File: src/rtl/dma_pkg.sv
package dma_pkg;

    typedef enum logic [2:0] {
        SZ_B = 3'd0,
        SZ_H = 3'd1,
        SZ_W = 3'd2,
        SZ_D = 3'd3,
        SZ_Q = 3'd4
    } xsize_e;

    typedef enum logic [2:0] {
        RA_SRC  = 3'd0,
        RA_DST  = 3'd1,
        RA_LEN  = 3'd2,
        RA_CTRL = 3'd3,
        RA_STAT = 3'd4
    } reg_sel_e;

    localparam int CTRL_GO   = 3;
    localparam int CTRL_SFIX = 4;
    localparam int CTRL_DFIX = 5;

    typedef struct packed {
        logic [31:0] src;
        logic [31:0] dst;
        xsize_e      size;
        logic        src_fixed;
        logic        dst_fixed;
    } job_t;

    typedef struct packed {
        logic err;
        logic done;
        logic busy;
    } stat_t;

    function automatic logic [4:0] size_bytes(xsize_e s);
        return 5'd1 << s;
    endfunction

endpackage

File: src/rtl/dma_regs.sv
module dma_regs
    import dma_pkg::*;
#(
    parameter int         LEN_W   = 16,
    parameter logic [4:0] SIZE_EN = 5'b11111
) (
    input  logic             clk,
    input  logic             rst,
    input  logic             reg_we,
    input  logic [2:0]       reg_addr,
    input  logic [31:0]      reg_wdata,
    output logic [31:0]      reg_rdata,
    input  logic             beat_done,
    input  logic             xfer_end,
    output logic             start,
    output job_t             job,
    output logic [LEN_W-1:0] total_beats,
    output stat_t            stat
);

    logic [LEN_W-1:0] len_q;
    job_t             job_q;
    stat_t            stat_q;
    logic             start_q;
    logic [2:0]       code;
    logic [7:0]       en_vec;
    logic             code_ok;
    logic             len_ok;

    always_comb begin
        code    = reg_wdata[2:0];
        en_vec  = {3'b000, SIZE_EN};
        code_ok = (code <= 3'(SZ_Q)) && en_vec[code];
        len_ok  = (len_q != '0) &&
                  ((32'(len_q) & (32'(size_bytes(xsize_e'(code))) - 32'd1)) == 32'd0);
    end

    always_ff @(posedge clk) begin
        if (rst) begin
            len_q   <= '0;
            job_q   <= '0;
            stat_q  <= '0;
            start_q <= 1'b0;
        end else begin
            start_q <= 1'b0;
            if (reg_we && !stat_q.busy) begin
                case (reg_sel_e'(reg_addr))
                    RA_SRC: job_q.src <= reg_wdata;
                    RA_DST: job_q.dst <= reg_wdata;
                    RA_LEN: len_q     <= reg_wdata[LEN_W-1:0];
                    RA_CTRL: begin
                        job_q.size      <= xsize_e'(code);
                        job_q.src_fixed <= reg_wdata[CTRL_SFIX];
                        job_q.dst_fixed <= reg_wdata[CTRL_DFIX];
                        stat_q.done     <= 1'b0;
                        stat_q.err      <= 1'b0;
                        if (reg_wdata[CTRL_GO]) begin
                            if (code_ok && len_ok) begin
                                stat_q.busy <= 1'b1;
                                start_q     <= 1'b1;
                            end else begin
                                stat_q.err  <= 1'b1;
                            end
                        end
                    end
                    default: ;
                endcase
            end
            if (stat_q.busy && beat_done)
                len_q <= len_q - LEN_W'(size_bytes(job_q.size));
            if (stat_q.busy && xfer_end) begin
                stat_q.busy <= 1'b0;
                stat_q.done <= 1'b1;
            end
        end
    end

    always_comb begin
        case (reg_sel_e'(reg_addr))
            RA_SRC:  reg_rdata = job_q.src;
            RA_DST:  reg_rdata = job_q.dst;
            RA_LEN:  reg_rdata = 32'(len_q);
            RA_CTRL: reg_rdata = {26'd0, job_q.dst_fixed, job_q.src_fixed, 1'b0, job_q.size};
            RA_STAT: reg_rdata = {29'd0, stat_q};
            default: reg_rdata = 32'd0;
        endcase
    end

    assign start       = start_q;
    assign job         = job_q;
    assign stat        = stat_q;
    assign total_beats = len_q >> job_q.size;

endmodule

File: src/rtl/dma_burst_seq.sv
module dma_burst_seq
    import dma_pkg::*;
#(
    parameter int LEN_W      = 16,
    parameter int MAX_BURST  = 4,
    parameter int FIFO_DEPTH = 8,
    parameter bit NEED_FILL  = 1'b0,
    localparam int BURST_W   = $clog2(MAX_BURST + 1),
    localparam int CNT_W     = $clog2(FIFO_DEPTH + 1)
) (
    input  logic               clk,
    input  logic               rst,
    input  logic               start,
    input  logic [31:0]        base,
    input  logic               fixed,
    input  xsize_e             size,
    input  logic [LEN_W-1:0]   total,
    input  logic [CNT_W-1:0]   level,
    input  logic               gnt,
    input  logic               beat,
    output logic               req,
    output logic [31:0]        addr,
    output logic [BURST_W-1:0] len,
    output logic               active,
    output logic               last
);

    logic [LEN_W-1:0]   left_q;
    logic [BURST_W-1:0] rem_q;
    logic [31:0]        addr_q;
    logic               req_q;
    logic [BURST_W-1:0] burst;
    logic               room_ok;

    assign burst = (32'(left_q) >= 32'(MAX_BURST)) ? BURST_W'(MAX_BURST)
                                                   : BURST_W'(left_q);

    generate
        if (NEED_FILL) begin : g_fill
            assign room_ok = 32'(level) >= 32'(burst);
        end else begin : g_space
            assign room_ok = (32'(FIFO_DEPTH) - 32'(level)) >= 32'(burst);
        end
    endgenerate

    always_ff @(posedge clk) begin
        if (rst) begin
            left_q <= '0;
            rem_q  <= '0;
            addr_q <= '0;
            req_q  <= 1'b0;
        end else if (start) begin
            left_q <= total;
            rem_q  <= '0;
            addr_q <= base;
            req_q  <= 1'b0;
        end else begin
            if (!req_q && rem_q == '0 && left_q != '0 && room_ok)
                req_q <= 1'b1;
            if (req_q && gnt) begin
                req_q  <= 1'b0;
                rem_q  <= burst;
                left_q <= left_q - LEN_W'(burst);
                if (!fixed)
                    addr_q <= addr_q + (32'(burst) << size);
            end
            if (beat && rem_q != '0)
                rem_q <= rem_q - BURST_W'(1);
        end
    end

    assign req    = req_q;
    assign addr   = addr_q;
    assign len    = burst;
    assign active = rem_q != '0;
    assign last   = (left_q == '0) && (rem_q == BURST_W'(1));

endmodule

File: src/rtl/dma_fifo.sv
module dma_fifo #(
    parameter int W     = 128,
    parameter int DEPTH = 8,
    localparam int PTR_W = (DEPTH > 1) ? $clog2(DEPTH) : 1,
    localparam int CNT_W = $clog2(DEPTH + 1)
) (
    input  logic             clk,
    input  logic             rst,
    input  logic             push,
    input  logic [W-1:0]     din,
    input  logic             pop,
    output logic [W-1:0]     dout,
    output logic [CNT_W-1:0] count
);

    logic [W-1:0]     mem [DEPTH];
    logic [PTR_W-1:0] wp, rp;
    logic [CNT_W-1:0] cnt_q;

    function automatic logic [PTR_W-1:0] nxt(logic [PTR_W-1:0] p);
        return (p == PTR_W'(DEPTH - 1)) ? '0 : p + PTR_W'(1);
    endfunction

    always_ff @(posedge clk) begin
        if (push)
            mem[wp] <= din;
    end

    always_ff @(posedge clk) begin
        if (rst) begin
            wp    <= '0;
            rp    <= '0;
            cnt_q <= '0;
        end else begin
            if (push) wp <= nxt(wp);
            if (pop)  rp <= nxt(rp);
            cnt_q <= cnt_q + CNT_W'(push) - CNT_W'(pop);
        end
    end

    assign dout  = mem[rp];
    assign count = cnt_q;

endmodule

File: src/rtl/burst_dma.sv
module burst_dma
    import dma_pkg::*;
#(
    parameter int         DATA_W     = 128,
    parameter int         LEN_W      = 16,
    parameter int         MAX_BURST  = 4,
    parameter int         FIFO_DEPTH = 8,
    parameter logic [4:0] SIZE_EN    = 5'b11111,
    localparam int        BURST_W    = $clog2(MAX_BURST + 1),
    localparam int        BE_W       = DATA_W / 8
) (
    input  logic               clk,
    input  logic               rst,
    input  logic               reg_we,
    input  logic [2:0]         reg_addr,
    input  logic [31:0]        reg_wdata,
    output logic [31:0]        reg_rdata,
    output logic               rd_req,
    output logic [31:0]        rd_addr,
    output logic [BURST_W-1:0] rd_len,
    output logic               rd_fixed,
    input  logic               rd_gnt,
    input  logic               rd_valid,
    input  logic [DATA_W-1:0]  rd_data,
    output logic               wr_req,
    output logic [31:0]        wr_addr,
    output logic [BURST_W-1:0] wr_len,
    output logic               wr_fixed,
    input  logic               wr_gnt,
    output logic               wr_valid,
    output logic [DATA_W-1:0]  wr_data,
    output logic [BE_W-1:0]    wr_be,
    input  logic               wr_ready
);

    localparam int CNT_W = $clog2(FIFO_DEPTH + 1);

    job_t             job;
    stat_t            stat;
    logic             start;
    logic [LEN_W-1:0] total_beats;
    logic [CNT_W-1:0] fifo_count;
    logic             fifo_push, fifo_pop;
    logic             rd_active, rd_last;
    logic             wr_active, wr_last;
    logic             xfer_end;
    logic             st_busy, st_done, st_err;

    dma_regs #(.LEN_W(LEN_W), .SIZE_EN(SIZE_EN)) regs_i (
        .clk(clk), .rst(rst),
        .reg_we(reg_we), .reg_addr(reg_addr), .reg_wdata(reg_wdata), .reg_rdata(reg_rdata),
        .beat_done(fifo_pop), .xfer_end(xfer_end),
        .start(start), .job(job), .total_beats(total_beats), .stat(stat)
    );

    dma_burst_seq #(.LEN_W(LEN_W), .MAX_BURST(MAX_BURST), .FIFO_DEPTH(FIFO_DEPTH),
                    .NEED_FILL(1'b0)) rd_seq_i (
        .clk(clk), .rst(rst), .start(start), .base(job.src), .fixed(job.src_fixed),
        .size(job.size), .total(total_beats), .level(fifo_count), .gnt(rd_gnt),
        .beat(rd_valid), .req(rd_req), .addr(rd_addr), .len(rd_len),
        .active(rd_active), .last(rd_last)
    );

    dma_burst_seq #(.LEN_W(LEN_W), .MAX_BURST(MAX_BURST), .FIFO_DEPTH(FIFO_DEPTH),
                    .NEED_FILL(1'b1)) wr_seq_i (
        .clk(clk), .rst(rst), .start(start), .base(job.dst), .fixed(job.dst_fixed),
        .size(job.size), .total(total_beats), .level(fifo_count), .gnt(wr_gnt),
        .beat(fifo_pop), .req(wr_req), .addr(wr_addr), .len(wr_len),
        .active(wr_active), .last(wr_last)
    );

    dma_fifo #(.W(DATA_W), .DEPTH(FIFO_DEPTH)) fifo_i (
        .clk(clk), .rst(rst), .push(fifo_push), .din(rd_data),
        .pop(fifo_pop), .dout(wr_data), .count(fifo_count)
    );

    assign fifo_push = rd_valid && rd_active;
    assign wr_valid  = wr_active;
    assign fifo_pop  = wr_valid && wr_ready;
    assign xfer_end  = fifo_pop && wr_last;
    assign rd_fixed  = job.src_fixed;
    assign wr_fixed  = job.dst_fixed;
    assign wr_be     = BE_W'((32'd1 << size_bytes(job.size)) - 32'd1);
    assign st_busy   = stat.busy;
    assign st_done   = stat.done;
    assign st_err    = stat.err;

    logic unused_ok;
    assign unused_ok = rd_last;

endmodule

File: config.mk
export PLATFORM = sky130hd
export DESIGN_NAME = burst_dma
export DESIGN_NICKNAME = d
export VERILOG_FILES = /design/src/rtl/dma_pkg.sv /design/src/rtl/dma_regs.sv /design/src/rtl/dma_burst_seq.sv /design/src/rtl/dma_fifo.sv /design/src/rtl/burst_dma.sv
export SDC_FILE = /design/constraint.sdc
export NUM_CORES = 1
export LEC_CHECK = 0
export ABC_AREA = 1
export BUFFER_PORTS_ARGS = -buffer_cell sky130_fd_sc_hd__buf_2
export CAP_MARGIN = 40
export CORE_MARGIN = 2
export CORE_UTILIZATION = 50
export CTS_CLUSTER_SIZE = 16
export DETAILED_ROUTE_END_ITERATION = 10
export PLACE_DENSITY = 0.79
export SYNTH_ARGS = -nofsm -noshare
export SYNTH_HDL_FRONTEND = slang
export SYNTH_SLANG_ARGS = --single-unit
File: constraint.sdc
create_clock -name clk -period 8.9 [get_ports clk]
set_clock_uncertainty 0.05 [all_clocks]
set_input_delay 1.78 -clock clk [delete_from_list [all_inputs] [get_ports clk]]
set_output_delay 1.78 -clock clk [all_outputs]
set_load 0.01 [all_outputs]
==> run_results.csv, run 1 <==
group,metric,value,unit
clock_tree,cts_resized,0,
worst_setup_path,cp.arrival,3940,ps
place,dpl_cell_area,0.0557,mm²
finish,fillers,8248,
yosys,synth-main-ff-cell,"edfxtp_1",
worst_setup_path,path_max_fanout,256,
yosys,ys_warn_count,0,
timing,fin_setup_tns,0,ps
global_route,grt_overflow,0,
timing,finalSetupViolations,0,
power,finalPower,16.9,mW
route,via_count,38900,
power,max-vdd-ir-drop,0.320,mV
place,post-place-ws,3830,ps
yosys,synthCells,4855,
die,coreArea,0.103,mm²
worst_setup_path,critical_path_class,"reg2out",
die,dieArea,0.107,mm²
yosys,synth_area_leaders,"edfxtp_1 (59%), nor2_1 (8.2%), dfxtp_1 (7.9%)",
global_route,grt_max_degree,257,
clock_tree,htree_levels,4,
yosys,synth.most_common_cell,"nor2_1",
place,port_buffers,420,
place,dp_hpwl,83000,µm
die,die_w,327,µm
finish,final_cell_count_no_fill,6690,
yosys,ys_seq_elements,1230,
route,vias_per_cell,5.81,
timing,worst_pin_slew,1400,ps
die,die_h,327,µm
yosys,synthDistinctLibCells,55,
die,rows,118,
clock_tree,clkSinkCount,1230,
clock_tree,cts_tree,"done",
clock_tree,cts_buffers,130,
clock_tree,max-clock-path-buffers,3,
timing,rsz0062_at_grt,"no",
finish,drive_above_1_share,0.142,
timing,drv_slew,0,
clock_tree,path_clk_slew,60,ps
worst_setup_path,startpoint_type,"flip-flop",
clock_tree,root_buffer,"clkbuf_16",
route,topRoutingLayerUsed,"met5",
timing,min_period,5770,ps
yosys,async_reset_ff_frac,0,
route,routedWlPerCell,21.0,µm
global_route,grt_antenna_before_repair,33,
yosys,synth_top_area_cell,"edfxtp_1",
yosys,synth_top_area_frac,0.590,
run_status,outcome,"complete, no violations",
run,cap_violations,0,
finish,finalInstanceArea,0.0599,mm²
global_route,grt_first_pass_wirelength,211000,µm
yosys,netlist_area,0.0521,mm²
timing,finalWorstSetupSlack,3130,ps
place,placedCellCount,6439,
route,drt_iter0_drc,4622,
route,wl_met1,54000,µm
worst_setup_path,crit_required,7070,ps
timing,hold_viol_final,0,
yosys,avgSynthCellArea,10.7,µm²
timing,slew_headroom,0.0694,
clock_tree,cts_hold_buf,0,
route,antenna_left,0,
clock_tree,cts_post_setup_buffers_inserted,0,
timing,fmax,0.173,GHz
timing,fin_crit_sh,0.648,
timing,hold_ws,441,ps
global_route,grt_pass1_vias,36600,
place,place.gp.congestion,0.981,
yosys,synth_edf_count,1024,
clock_tree,clk-insertion-delay-late,740,ps
finish,num-nets-final,5415,
finish,final_util,0.579,
route,wl_met2,68400,µm
min_path,hold_class,"reg2reg",
power,p_leak,21.8,nW
yosys,synth_common_cells,"nor2_1 (1137), edfxtp_1 (1024), o21ai_0 (667)",
route,dr.pass1.iters,6,
power,p_per_area,283,mW/mm²
route,drt-total-wl,140000,µm
route,routed-wl-met3,13000,µm
die,pin_count,421,
worst_setup_path,end_kind,"primary output",
die,initial_core_util,0.504,
route,drc,0,
finish,syn_to_final_growth,14.9,%
yosys,yosysSeqAreaShare,0.669,
global_route,grt_use_total,0.255,
[final cells by class]
type / instances / area [µm²] / area share
Antenna cell: 18 / 45.0 / 0.000752
Clock buffer: 174 / 3510 / 0.0586
Clock inverter: 59 / 651 / 0.0109
Inverter: 210 / 812 / 0.0136
Multi-Input combinational cell: 3136 / 15400 / 0.257
Sequential cell: 1230 / 34900 / 0.583
Tap cell: 1380 / 1730 / 0.0288
Timing Repair Buffer: 483 / 2860 / 0.0478
[cell families after synthesis]
group	after synthesis	share of synthesized area
xor+xnor	25	0.00420
other cells	1	0.0000719
compound gates	1273	0.137
mux	5	0.000960
flops	1230	0.669
buf+inv	490	0.0374
fa+ha+maj	54	0.0135
simple gates	1777	0.138
[sequential cells by signal, summed over array words and instances, names as in the netlist, 4 cells and up, named ones only]
register	flops
fifo_i.mem	1024
regs_i.job	69
rd_seq_i.addr	32
wr_seq_i.addr	32
rd_seq_i.left_q	16
regs_i.len_q	16
wr_seq_i.left_q	16
fifo_i.count	4
[cell usage in the layout (no fill, tap or decap), types with 37 or more instances in the layout]
cell type	count
a31oi_1	157
clkbuf_1	37
edfxtp_1	1024
buf_2	420
dfxtp_1	203
o22ai_1	149
ha_1	50
o21ai_0	667
a21oi_1	154
nand3_1	125
a22oi_1	53
nor2_1	1125
clkbuf_16	132
inv_1	188
buf_4	46
nand2_1	389
[power breakdown]
part / switching [mW] / internal, mW
sequential: 0.198 / 6.69
combinational: 3.30 / 1.48
clock: 2.25 / 3.01
total: 5.75 / 11.2
[path summary, 6_finish.rpt]
kind	endpoint	depth (start not counted)	startpoint	slack, ps
worst min register to register	wr_seq_i.rem_q[1]	2	wr_seq_i.rem_q[1]	440
worst min-delay path	wr_seq_i.rem_q[1]	2	wr_seq_i.rem_q[1]	440
worst max register to register	wr_seq_i.addr[27]	19	regs_i.job[3]	4950
worst max-delay path	wr_data[40]	7	flip-flop	3130
[critical path, cell delays in order (launching register included)]
cell and delay (ps):
dfxtp_4 550, inv_8 590, buf_12 610, o21ai_0 170, o22ai_1 200, nor2_1 70
a31oi_1 350, buf_2 210
[routing by layer]
metal | vias to the layer above | GRT usage
met2 | 1806 | 0.426
li1 | 18000 | -
met5 | - | 0
met1 | 18700 | 0.319
met4 | 30 | 0.101
met3 | 319 | 0.0621
No activity file was read; power rests on OpenSTA's default activity.
==> inputs of run 2 (changes only) <==
--- a/config.mk
+++ b/config.mk
@@ -5,14 +5,14 @@
 export SDC_FILE = /design/constraint.sdc
 export NUM_CORES = 1
 export LEC_CHECK = 0
-export ABC_AREA = 1
+export ABC_AREA = 0
 export BUFFER_PORTS_ARGS = -buffer_cell sky130_fd_sc_hd__buf_2
 export CAP_MARGIN = 40
 export CORE_MARGIN = 2
 export CORE_UTILIZATION = 50
 export CTS_CLUSTER_SIZE = 16
 export DETAILED_ROUTE_END_ITERATION = 10
-export PLACE_DENSITY = 0.79
+export PLACE_DENSITY = 0.82
 export SYNTH_ARGS = -nofsm -noshare
 export SYNTH_HDL_FRONTEND = slang
 export SYNTH_SLANG_ARGS = --single-unit
==> constraint.sdc (replaced) <==
create_clock -name clk -period 4.9 [get_ports clk]
set_clock_uncertainty 0.05 [all_clocks]
set_input_delay 0.98 -clock clk [delete_from_list [all_inputs] [get_ports clk]]
set_output_delay 0.98 -clock clk [all_outputs]
set_load 0.01 [all_outputs]
==> run 2 against run 1 <==
Effect of this change: setup slack worse by 2700 ps; sequential cell count unchanged; clock power up 71%; combinational power up 25%; routed wire length down 0.38%; total power up 60%; clock-buffer cell count down 19; critical endpoint is now wr_seq_i.addr[23].
==> run_results.csv, run 2 <==
group,metric,value,unit
place,port_buffers,420,
worst_setup_path,crit_required,5450,ps
route,vias_per_cell,6.16,
worst_setup_path,critical_path_class,"reg2reg",
min_path,hold_class,"reg2reg",
run_status,outcome,"complete, no violations",
yosys,ys_seq_elements,1230,
yosys,avgSynthCellArea,16.3,µm²
yosys,synth_top_area_cell,"edfxtp_1",
worst_setup_path,crit_path_max_incr_delay,790,ps
global_route,grt_use_total,0.261,
worst_setup_path,ff2ff_path_depth,13,
timing,fin_setup_tns,0,ps
finish,largest_reg_flops,1024,
yosys,ys_warn_count,0,
worst_setup_path,path_max_fanout,13,
finish,num-nets-final,3777,
power,p_per_area,460,mW/mm²
finish,final_common_cell,"edfxtp_1",
power,max-vdd-ir-drop,0.391,mV
clock_tree,cts_tree,"done",
route,routedWlPerCell,27.8,µm
worst_setup_path,r2r_slack,420,ps
yosys,synth_edf_count,1024,
power,power_frac_clock,0.333,
finish,regMostFlops,"fifo_i.mem",
worst_setup_path,path_buf_inv,0,
finish,syn_to_final_growth,15.8,%
power,seqPwrFrac,0.447,
finish,final_cell_count_no_fill,5031,
timing,min_period,4480,ps
power,switching_share,0.279,
worst_setup_path,startpoint,"wr_seq_i.left_q[2]",
clock_tree,htree_levels,3,
yosys,synth-main-ff-cell,"edfxtp_1",
yosys,async_reset_ff_frac,0,
yosys,synth_common_cells,"edfxtp_1 (1024), mux4_2 (270), nand2_1 (244)",
clock_tree,clk-insertion-delay-late,740,ps
die,pin_count,421,
worst_setup_path,regToRegEndpoint,"wr_seq_i.addr[23]",
timing,hold_ws,410,ps
timing,rsz0062_at_grt,"no",
worst_setup_path,r2r_start,"wr_seq_i.left_q[2]",
timing,finalSetupViolations,0,
timing,finalWorstSetupSlack,423,ps
clock_tree,clkSinkCount,1230,
die,initial_core_util,0.506,
run,cap_violations,0,
yosys,synthCells,3113,
clock_tree,cts_buffers,120,
die,die_h,323,µm
power,cell_internal_pwr,19.5,mW
yosys,synth.most_common_cell,"edfxtp_1",
worst_setup_path,end_kind,"flip-flop",
die,rows,116,
finish,drive_above_1_share,0.302,
worst_setup_path,setup.worst_path.end,"wr_seq_i.addr[23]",
power,p_sw,7.55,mW
clock_tree,root_buffer,"clkbuf_16",
yosys,synth_area_leaders,"edfxtp_1 (61%), mux4_2 (12%), dfxtp_1 (8.1%)",
place,post-place-ws,518,ps
power,p_leak,19.7,nW
finish,final_cell_mix,"edfxtp_1 (1024), buf_2 (420), mux4_2 (270)",
worst_setup_path,startpoint_type,"flip-flop",
place,placedCellCount,4788,
timing,slew_headroom,0.368,
clock_tree,max-clock-path-buffers,3,
clock_tree,path_clk_slew,60,ps
timing,fin_crit_sh,0.914,
clock_tree,cts_resized,0,
global_route,grt_pass1_vias,30400,
route,via_count,31000,
yosys,synth_top_area_frac,0.605,
timing,worst_pin_slew,940,ps
place,place.gp.congestion,0.954,
place,dp_hpwl,82600,µm
worst_setup_path,crit_cells,13,
clock_tree,cts_post_setup_buffers_inserted,0,
yosys,yosysSeqAreaShare,0.686,
power,finalPower,27.1,mW
route,drc,0,
yosys,synthDistinctLibCells,80,
timing,hold_viol_final,0,
worst_setup_path,cp_common_cell,"a211oi_1",
clock_tree,cts_hold_buf,0,
route,antenna_left,0,
global_route,grt_overflow,0,
route,dr.pass1.iters,7,
worst_setup_path,worstPathCellList,"or4_1, nor3_2, nand3_1, nor2_1, a21oi_1, nor3_1, ha_1, a211oi_1, o21a_1, nor4_2, o31ai_1, xnor2_1, a211oi_1",
yosys,netlist_area,0.0508,mm²
worst_setup_path,cp.arrival,5030,ps
die,coreArea,0.100,mm²
worst_setup_path,crit_family,"simple AND/OR/NAND/NOR gates",
timing,drv_slew,0,
die,die_w,323,µm
global_route,grt_max_degree,100,
global_route,grt_first_pass_wirelength,201000,µm
route,drt-total-wl,140000,µm
power,p_comb_frac,0.220,
worst_setup_path,cp_slowest_cell,"nor4_2",
route,drt_iter0_drc,3824,
min_path,hp-start,"regs_i.stat[1]",
die,dieArea,0.104,mm²
timing,fmax,0.223,GHz
global_route,grt_antenna_before_repair,39,
[run 2: cell types whose count changed after synthesis, moves of 32 or more]
cell,change
nor2_1,-994
o21ai_0,-605
mux4_2,+270
inv_1,-147
nand2_1,-145
a31oi_1,-143
o22ai_1,-137
mux2_2,+132
nand3_1,-78
clkbuf_1,-75
buf_2,-60
a22oi_1,-42
buf_1,+38
a211oi_1,+32
[run 2: per-stage QoR]
stage | area (µm²) | util
final | 58800 | 0.586
after global routing | 58800 | 0.585
after global placement | 54900 | 0.547
after floorplan | 50900 | -
after CTS | 58800 | 0.585
after detailed placement | 55000 | 0.547
[run 2: metal layers]
metal,global-route usage,up-vias,part of all wire
li1,-,13300,-
met1,0.328,15600,0.35
met2,0.443,1797,0.51
met3,0.0662,324,0.10
met4,0.0903,30,0.033
met5,0,-,0.0014
[run 2: power groups by stage]
stage | sequential, mW | combinational (mW) | clock (mW)
floorplan | 12.2 | 3.98 | 0
global placement | 12.3 | 5.74 | 0
detailed placement | 12.3 | 5.85 | 0
CTS | 12.1 | 5.99 | 9.09
global route | 12.1 | 6.38 | 9.46
finish | 12.1 | 5.97 | 9.01
[run 2: cell families after synthesis]
kind of cell / after synthesis / synth area share
and+or+nand+nor: 641 / 0.0595
buffers and inverters: 228 / 0.0169
DFF: 1230 / 0.686
adders and majority gates: 54 / 0.0139
xor gates and xnor gates: 42 / 0.00724
other: 1 / 0.0000738
AOI/OAI and AO/OA: 483 / 0.0609
muxes: 434 / 0.155
[run 2: worst min-delay path by stage]
stage                           to  slack [ps]  cells after the start
global route        regs_i.job[57]         440                      2
global placement    regs_i.stat[1]         400                      2
detailed placement  regs_i.stat[1]         410                      2
finish              regs_i.stat[1]         410                      2
CTS                 regs_i.stat[1]         410                      2
floorplan           regs_i.stat[1]         390                      2
[run 2: cell type report]
| class | count | area [µm²] |
|---|---|---|
| repair buffers | 493 | 3000 |
| diodes | 18 | 45.0 |
| clock inverters | 70 | 618 |
| multi-input cells | 1656 | 15200 |
| well taps | 1357 | 1700 |
| inverters | 52 | 195 |
| fillers | 7303 | 41600 |
| clock buffers | 155 | 3210 |
| flip-flops and latches | 1230 | 34900 |
[run 2: tightest hold or removal path: stages (launching register included)]
cell and delay [ps]:
dfxtp_1 310, nand2_1 50, a21oi_1 50
